`src/rtl/fx2h_pkg.sv`:
```
package fx2h_pkg;
   // Default geometry of the fixed-point input and the float output
   localparam int unsigned DEF_INT_W  = 15;
   localparam int unsigned DEF_FRAC_W = 16;
   localparam int unsigned DEF_EXP_W  = 5;
   localparam int unsigned DEF_MAN_W  = 10;

   // Exponent bias for an exponent field of the given width
   function automatic int exp_bias(input int unsigned exp_w);
      return (1 << (exp_w - 1)) - 1;
   endfunction
endpackage

```
`src/rtl/fx2h_lead_one.sv`:
```
module fx2h_lead_one #(
   parameter int unsigned MAG_W = 31,
   localparam int unsigned POS_W = $clog2(MAG_W)
) (
   input  logic [MAG_W-1:0] mag,
   output logic [POS_W-1:0] pos,
   output logic             is_zero
);
   if (MAG_W < 2) begin : g_chk_w
      $error("fx2h_lead_one: MAG_W must be at least 2");
   end

   // Later iterations override earlier ones, leaving the highest set bit
   always_comb begin
      pos = '0;
      for (int i = 0; i < MAG_W; i++) begin
         if (mag[i]) pos = POS_W'(i);
      end
   end

   assign is_zero = ~|mag;
endmodule

```
`src/rtl/fx2h_pack.sv`:
```
module fx2h_pack #(
   parameter int unsigned MAG_W  = 31,
   parameter int unsigned FRAC_W = 16,
   parameter int unsigned EXP_W  = 5,
   parameter int unsigned MAN_W  = 10,
   localparam int unsigned POS_W = $clog2(MAG_W)
) (
   input  logic [MAG_W-1:0] mag,
   input  logic [POS_W-1:0] pos,
   input  logic             is_zero,
   output logic [EXP_W-1:0] exp_f,
   output logic [MAN_W-1:0] man_f,
   output logic             lost
);
   import fx2h_pkg::*;

   localparam int BIAS    = exp_bias(EXP_W);
   localparam int EXP_OFS = int'(FRAC_W) - BIAS;           // biased exp = pos - EXP_OFS
   localparam int SUB_SH  = int'(MAN_W) + BIAS - 1 - int'(FRAC_W);
   localparam int SHW     = MAG_W - 1;                      // width below the leading one
   localparam int LOW_W   = SHW - int'(MAN_W);

   if (EXP_OFS < 0 || SUB_SH < 0) begin : g_chk_range
      $error("fx2h_pack: fraction width does not reach the subnormal range");
   end
   if (SUB_SH + EXP_OFS + 1 > int'(MAN_W)) begin : g_chk_sub
      $error("fx2h_pack: subnormal fraction does not fit the mantissa");
   end
   if (int'(MAG_W) - 1 - EXP_OFS >= (1 << EXP_W) - 1) begin : g_chk_ovf
      $error("fx2h_pack: largest magnitude overflows the exponent");
   end
   if (LOW_W < 1) begin : g_chk_low
      $error("fx2h_pack: magnitude too narrow for the mantissa");
   end

   logic [SHW-1:0]   norm;
   logic [MAN_W-1:0] sub_man;
   logic             subnorm;

   // Leading one moved just past the top of norm, so it falls off
   assign norm    = SHW'(mag << (POS_W'(SHW) - pos));
   assign subnorm = (int'(pos) <= EXP_OFS);

   if (SUB_SH == 0) begin : g_sub_direct
      assign sub_man = MAN_W'(mag);
   end else begin : g_sub_shift
      assign sub_man = MAN_W'(mag << SUB_SH);
   end

   always_comb begin
      if (is_zero) begin
         exp_f = '0;
         man_f = '0;
         lost  = 1'b0;
      end else if (subnorm) begin
         exp_f = '0;
         man_f = sub_man;
         lost  = 1'b0;
      end else begin
         exp_f = EXP_W'(int'(pos) - EXP_OFS);
         man_f = norm[SHW-1 -: MAN_W];
         lost  = |norm[LOW_W-1:0];
      end
   end
endmodule

```
`src/rtl/fx2half_conv.sv`:
```
module fx2half_conv #(
   parameter int unsigned INT_W  = fx2h_pkg::DEF_INT_W,
   parameter int unsigned FRAC_W = fx2h_pkg::DEF_FRAC_W,
   parameter int unsigned EXP_W  = fx2h_pkg::DEF_EXP_W,
   parameter int unsigned MAN_W  = fx2h_pkg::DEF_MAN_W,
   localparam int unsigned MAG_W = INT_W + FRAC_W,
   localparam int unsigned IN_W  = MAG_W + 1,
   localparam int unsigned OUT_W = 1 + EXP_W + MAN_W,
   localparam int unsigned POS_W = $clog2(MAG_W)
) (
   input  logic             clk,
   input  logic             rst,
   input  logic             valid_in,
   input  logic [IN_W-1:0]  fx_in,
   output logic             valid_out,
   output logic [OUT_W-1:0] half_out,
   output logic             inexact
);
   logic [MAG_W-1:0] mag;
   logic [POS_W-1:0] pos;
   logic             is_zero;
   logic [EXP_W-1:0] exp_f;
   logic [MAN_W-1:0] man_f;
   logic             lost;

   assign mag = fx_in[MAG_W-1:0];

   fx2h_lead_one #(.MAG_W(MAG_W)) u_lead (
      .mag(mag), .pos(pos), .is_zero(is_zero)
   );

   fx2h_pack #(.MAG_W(MAG_W), .FRAC_W(FRAC_W), .EXP_W(EXP_W), .MAN_W(MAN_W)) u_pack (
      .mag(mag), .pos(pos), .is_zero(is_zero),
      .exp_f(exp_f), .man_f(man_f), .lost(lost)
   );

   always_ff @(posedge clk) begin
      if (rst) valid_out <= 1'b0;
      else     valid_out <= valid_in;
   end

   always_ff @(posedge clk) begin
      if (valid_in) begin
         half_out <= {fx_in[IN_W-1], exp_f, man_f};
         inexact  <= lost;
      end
   end

   AST_VALID_DELAY: assert property (@(posedge clk) disable iff (rst)
      valid_out == $past(valid_in));
   AST_SIGN_COPY: assert property (@(posedge clk) disable iff (rst)
      valid_in |=> half_out[OUT_W-1] == $past(fx_in[IN_W-1]));
   AST_HOLD_IDLE: assert property (@(posedge clk) disable iff (rst)
      !valid_in |=> $stable(half_out) && $stable(inexact));
   AST_NO_OVERFLOW: assert property (@(posedge clk) disable iff (rst)
      valid_out |-> half_out[OUT_W-2 -: EXP_W] != {EXP_W{1'b1}});
   AST_ZERO_EXACT: assert property (@(posedge clk) disable iff (rst)
      (valid_in && fx_in[MAG_W-1:0] == '0) |=> half_out[OUT_W-2:0] == '0 && !inexact);
   AST_SUBNORM_EXACT: assert property (@(posedge clk) disable iff (rst)
      (valid_out && half_out[OUT_W-2 -: EXP_W] == '0) |-> !inexact);
endmodule

```
`config.mk`:
```
export PLATFORM = sky130hd
export DESIGN_NAME = fx2half_conv
export DESIGN_NICKNAME = d
export VERILOG_FILES = /design/src/rtl/fx2h_pkg.sv /design/src/rtl/fx2h_lead_one.sv /design/src/rtl/fx2h_pack.sv /design/src/rtl/fx2half_conv.sv
export SDC_FILE = /design/constraint.sdc
export NUM_CORES = 1
export LEC_CHECK = 0
export BUFFER_PORTS_ARGS = -buffer_cell sky130_fd_sc_hd__buf_4
export CELL_PAD_IN_SITES_DETAIL_PLACEMENT = 0
export CELL_PAD_IN_SITES_GLOBAL_PLACEMENT = 1
export CORE_MARGIN = 1.5
export CORE_UTILIZATION = 33
export CTS_CLUSTER_SIZE = 14
export DETAILED_ROUTE_END_ITERATION = 10
export GPL_ROUTABILITY_DRIVEN = 0
export PLACE_DENSITY_LB_ADDON = 0.1
export SLEW_MARGIN = 25
export SYNTH_ARGS = -nofsm -noshare
export SYNTH_HDL_FRONTEND = slang
export SYNTH_SLANG_ARGS = --single-unit
```
`constraint.sdc`:
```
create_clock -name clk -period 3.5 [get_ports clk]
set_input_delay 0.175 -clock clk [delete_from_list [all_inputs] [get_ports clk]]
set_output_delay 0.175 -clock clk [all_outputs]
set_load 0.05 [all_outputs]
```
==> results.md, run 1 <==
* Area of the core at 0.00864 mm²
* Worst path required time at 3480 ps
* Yosys top cell area share at 17.5%
* Mapped Area at 0.00292 mm²
* Die Height at 97.1 µm
* Ant. Diodes at 0
* Final period util at 95.7%
* Number of CTS-inserted buffers at 3
* CTS tree: done
* Layout area overhead at 37.9%
* Clock Sinks at 18
* Crit path launch type: primary input
* Register area share after synthesis at 18.1%
* Setup Buffers After CTS at 0
* Final Hold Vio Count at 0
* Synth top cells by count: mux2i_1, nand2_1, a21oi_1
* Setup TNS at 0 ps
* First-pass GRT wire length at 17.1 mm
* Outcome: finished, final reports clean
* FF+latch count, synth at 18
* Worst Tran Pin Value at 641 ps
* Mapped Cells at 339
* IO Pins at 53
* Mean Syn Cell Area at 8.63 µm²
* Post-synth top flop: edfxtp_1
* Pre-Repair DR Iteration Count at 4
* Min cycle time layout at 3350 ps
* Final WL at 10.8 mm
* Final nets at 482
* Warnings, synthesis at 0
* Synthesized Nets at 377
* Min-delay worst type: in -> reg
* 1st-iter DRT viols at 142
* Ranking of synthesized cells by area: edfxtp_1, mux2i_1, mux4_2
* Fillers at 841
* Initial antenna violation count at 0
* CP Max Fanout at 6
* Layout cell share with drive strength beyond 1 at 39.7%
* Leak pwr at 0.00174 µW
* EDFF count, synth at 17
* Wire per inst at 19.6 µm
* Die X at 97.1 µm
* Longest Clk Path Bufs at 2
* Cell taking the most area after synthesis: edfxtp_1
* Reg clk slew, reported paths at 70 ps
* Worst rel slew slack at 56.0%
* Final number of setup-violating endpoints at 0
* Initial Util at 33.9%
* Arr. time, crit path at 3330 ps
* Vias in the first global route at 3197
* Library cells used by synthesis at 72
* Hold path endpoint: valid_out
* DR vias/cell at 5.85
* DRT antenna net count at 0
* Most frequent cell after synthesis: mux2i_1
* Hold buffer count at CTS at 0
* Row cnt at 34
* Power per cell area at 315 mW/mm²
* RSZ-0062 raised after global routing: false
* VDD IR max at 0.110 mV
* Crit end category: register
* Final slew viol count at 0
* Clock root cell: clkbuf_8
* Largest net degree at the start of global routing at 31
* Fmax at 298 MHz
* Via count at 3223
* H-tree depth at 1
* Max-cap violation count at 0
* Setup CP Type: in -> reg
* DRC at 0
* Hold depth at 2
* Die Area at 0.00943 mm²
* Total grt overflow at 0
* Port Buf Inserts at 52
* FFs w/ async S/R, synth at 0%
* GRT Total Usage at 22.7%
* Overall Power at 1270 µW
* Hold_sp: rst
* HPWL Detailed at 8.71 mm
[stage by stage]
stage / area, µm² / cells / setup slack, ps / utilization, % / hold slack, ps
global placement: 3910 / 547 / -242 / 45.3 / 333
floorplan: 2950 / 339 / -74.9 / - / 247
finish: 4030 / 551 / 150 / 46.7 / 75.5
CTS: 3970 / 551 / 35.9 / 46.0 / 71.6
detailed placement: 3910 / 547 / -271 / 45.3 / 341
global route: 4030 / 551 / 17.6 / 46.7 / 67.4
[flip-flops by register name (all words and copies together), names as in the netlist]
register / flops
half_out: 16
inexact: 1
valid_out: 1
[how the worst max path moves through the flow]
stage,start,end,slack [ps],cells past startpoint
after global routing,fx_in[3],half_out[9],20,18
after CTS,fx_in[3],half_out[9],40,18
final,fx_in[18],inexact,150,17
after floorplan,fx_in[18],inexact,-70,16
after global placement,fx_in[18],inexact,-240,17
after detailed placement,fx_in[18],inexact,-270,17
[report_power, final]
part	switching, µW	internal [µW]	total [µW]
Combinational	465	362	827
Clock	62.6	99.7	162
Sequential	7.52	273	281
[cell families after synthesis]
family	share of synthesized area [%]
compound gates	22.0
xor+xnor	1.50
fa+ha+maj	1.28
buf+inv	6.29
flops	18.1
mux	29.0
simple gates	21.8
[worst max-delay path: stages]
cell	delay, ps
buf_4	110
or2b_1	140
a21oi_1	70
o41a_1	340
or3_4	390
nor2_4	120
ha_4	180
buf_4	150
xor2_4	220
buf_12	150
mux2i_1	230
o21ai_1	150
buf_4	180
a22oi_2	270
nand3_1	150
o32ai_2	160
a31oi_1	130
[layout make-up]
class	count	area (µm²)	share of cell area (%)
clock buffers	4	55.1	1.37
flip-flops and latches	18	531	13.2
inverters	10	40.0	0.993
repair buffers	123	986	24.5
multi-input cells	288	2280	56.7
well taps	108	135	3.35
[what timing repair did]
action                     CTS  global route
resized for setup            1            10
setup endpoints to repair    1            11
pin swaps                    0             4
[layer usage]
layer	up-vias	track usage [%]	part of all wire (%)
met3	37	1.73	4.1
li1	1528	-	-
met2	120	38.7	48
met4	0	11.6	5.4
met5	-	0	0
met1	1538	28.9	43
[cell usage in the layout, fill, tap and decap left out, types with 3 or more instances in the layout]
cell / count
buf_4: 118
mux2i_1: 48
nand2_1: 41
a21oi_1: 28
nor2_1: 26
edfxtp_1: 17
nor3_1: 16
mux4_2: 11
nand3_1: 10
o21ai_0: 9
inv_1: 8
nand4_1: 6
o21ai_1: 5
o22ai_1: 5
buf_12: 5
a31oi_1: 4
mux2i_2: 4
clkbuf_8: 4
nor4_1: 3
or3_1: 3
a31o_2: 3
(Power assumes the default switching activity.)
==> run 2, diff against run 1 <==
==> constraint.sdc (replaced) <==
create_clock -name clk -period 3.5 [get_ports clk]
set_input_delay 0.35 -clock clk [delete_from_list [all_inputs] [get_ports clk]]
set_output_delay 0.35 -clock clk [all_outputs]
set_load 0.05 [all_outputs]
==> results.md, run 2 (synthesized netlist as in run 1, its figures left out) <==
* Outcome: finished, final reports clean
* Buf/Inv on CP at 3
* Pint at 751 µW
* Comb power frac at 65.2%
* Max-cap violation count at 0
* Die Area at 0.00943 mm²
* Leak pwr at 0.00183 µW
* Largest net degree at the start of global routing at 21
* Clock Sinks at 18
* Register cell area after layout at 531 µm²
* Number of flip-flops in the largest register at 16
* 1st-iter DRT viols at 219
* Longest Clk Path Bufs at 2
* Power per cell area at 307 mW/mm²
* Worst Setup EP: inexact
* Row cnt at 34
* Initial antenna violation count at 0
* Final Hold Vio Count at 0
* Total grt overflow at 0
* HPWL Detailed at 8.71 mm
* Most frequent cells in the layout: buf_4, mux2i_1, nand2_1, a21oi_1, nor2_1
* DR vias/cell at 5.73
* Crit path from: fx_in[18]
* Clock root cell: clkbuf_8
* Min cycle time layout at 3340 ps
* RSZ-0062 raised after global routing: false
* Crit end category: register
* Area of the multi-input gates at 0.00231 mm²
* Die X at 97.1 µm
* DRT antenna net count at 0
* H-tree depth at 1
* Final period util at 95.4%
* Worst path max stage delay at 410 ps
* Ant. Diodes at 0
* Pre-Repair DR Iteration Count at 6
* Layout area overhead at 44.2%
* Slowest CP cell: or3_4
* Wire per inst at 18.6 µm
* First-pass GRT wire length at 17.1 mm
* Setup TNS at 0 ps
* Die Height at 97.1 µm
* Sequential share of power at 21.7%
* Via count at 3298
* Setup CP Type: in -> reg
* GRT Total Usage at 22.6%
* CTS tree: done
* VDD IR max at 0.120 mV
* Layout cell share with drive strength beyond 1 at 43.8%
* Final nets at 507
* Switching Power at 542 µW
* Worst Tran Pin Value at 664 ps
* Final WL at 10.7 mm
* IO Pins at 53
* Top cell by count, worst path: buf_4
* Top Family by Delay on Critical Path: compound AO/OA/AOI/OAI gates
* Clock power frac at 13.1%
* DRC at 0
* Port Buf Inserts at 52
* Worst rel slew slack at 55.2%
* Worst Setup Slack, final at 162 ps
* Fmax at 300 MHz
* Most common cell after layout, fill and taps aside: buf_4
* Crit path launch type: primary input
* Arr. time, crit path at 3340 ps
* Worst path required time at 3500 ps
* Hold buffer count at CTS at 0
* Min-delay worst type: in -> reg
* Reg with most FFs: half_out
* Fillers at 865
* Cell Chain, Critical Path: buf_4 > or2b_1 > a21oi_1 > o41a_1 > or3_4 > nor2_4 > ha_4 > xor2_4 > buf_12 > mux2i_1 > o21ai_1 > buf_4 > a22oi_1 > nand3_1 > o32ai_1 > a31oi_1
* Final number of setup-violating endpoints at 0
* Reg clk slew, reported paths at 70 ps
* Initial Util at 33.9%
* CP Max Fanout at 5
* Place WS at -343 ps
* Vias in the first global route at 3120
* Final slew viol count at 0
* Area of the core at 0.00864 mm²
* Number of cells on the critical path at 16
* Leading registers by flop count: half_out (16), inexact (1), valid_out (1)
* Number of CTS-inserted buffers at 3
* Switching Share at 41.9%
==> run 2: changes by cell type in the layout (fill, tap and decap cells not counted), sizes merged <==
| cell | previous run | this run |
|---|---|---|
| buf | 123 | 148 |
==> run 2: worst min path at each step <==
stage	cells past startpoint	from	end
after CTS	2	rst	valid_out
after global placement	2	rst	valid_out
after detailed placement	2	rst	valid_out
final	2	rst	valid_out
after floorplan	1	rst	valid_out
after global routing	2	rst	valid_out
==> run 2: area by class of cell <==
class	instances	area share [%]
well taps	108	3.20
multi-input cells	288	54.7
repair buffers	148	27.2
inverters	10	0.950
flip-flops and latches	18	12.6
clock buffers	4	1.31
==> run 2: power groups by stage <==
| stage | sequential (µW) | clock (µW) | combinational (µW) |
|---|---|---|---|
| after floorplan | 387 | 0 | 383 |
| after global placement | 285 | 0 | 799 |
| after detailed placement | 285 | 0 | 798 |
| after CTS | 281 | 175 | 802 |
| after global routing | 283 | 184 | 896 |
| final | 280 | 170 | 843 |
==> run 2: routing by layer <==
metal | track usage (%) | up-vias | wire length [µm] | part of all wire (%)
met5 | 0 | - | 0 | 0
met4 | 11.4 | 0 | 496 | 4.6
met3 | 1.08 | 28 | 510 | 4.8
met2 | 36.5 | 149 | 5030 | 47
met1 | 30.7 | 1551 | 4670 | 44
li1 | - | 1570 | - | -
==> run 2: per-stage QoR <==
| stage | utilization (%) | hold slack (ps) | instance area [µm²] | cells | power (µW) |
|---|---|---|---|---|---|
| floorplan | - | 422 | 2970 | 339 | 771 |
| global placement | 46.6 | 508 | 4030 | 568 | 1080 |
| detailed placement | 46.6 | 509 | 4030 | 568 | 1080 |
| CTS | 47.4 | 235 | 4090 | 572 | 1260 |
| global route | 48.8 | 240 | 4220 | 576 | 1360 |
| finish | 48.8 | 238 | 4220 | 576 | 1290 |
==> run 2: repair_timing <==
action                     in CTS  in global routing
resized for setup               1                 15
gates cloned                    0                  0
setup endpoints to repair       3                 10
buffers inserted                0                  4
pin swaps                       0                  3
hold endpoints to repair        0                  0
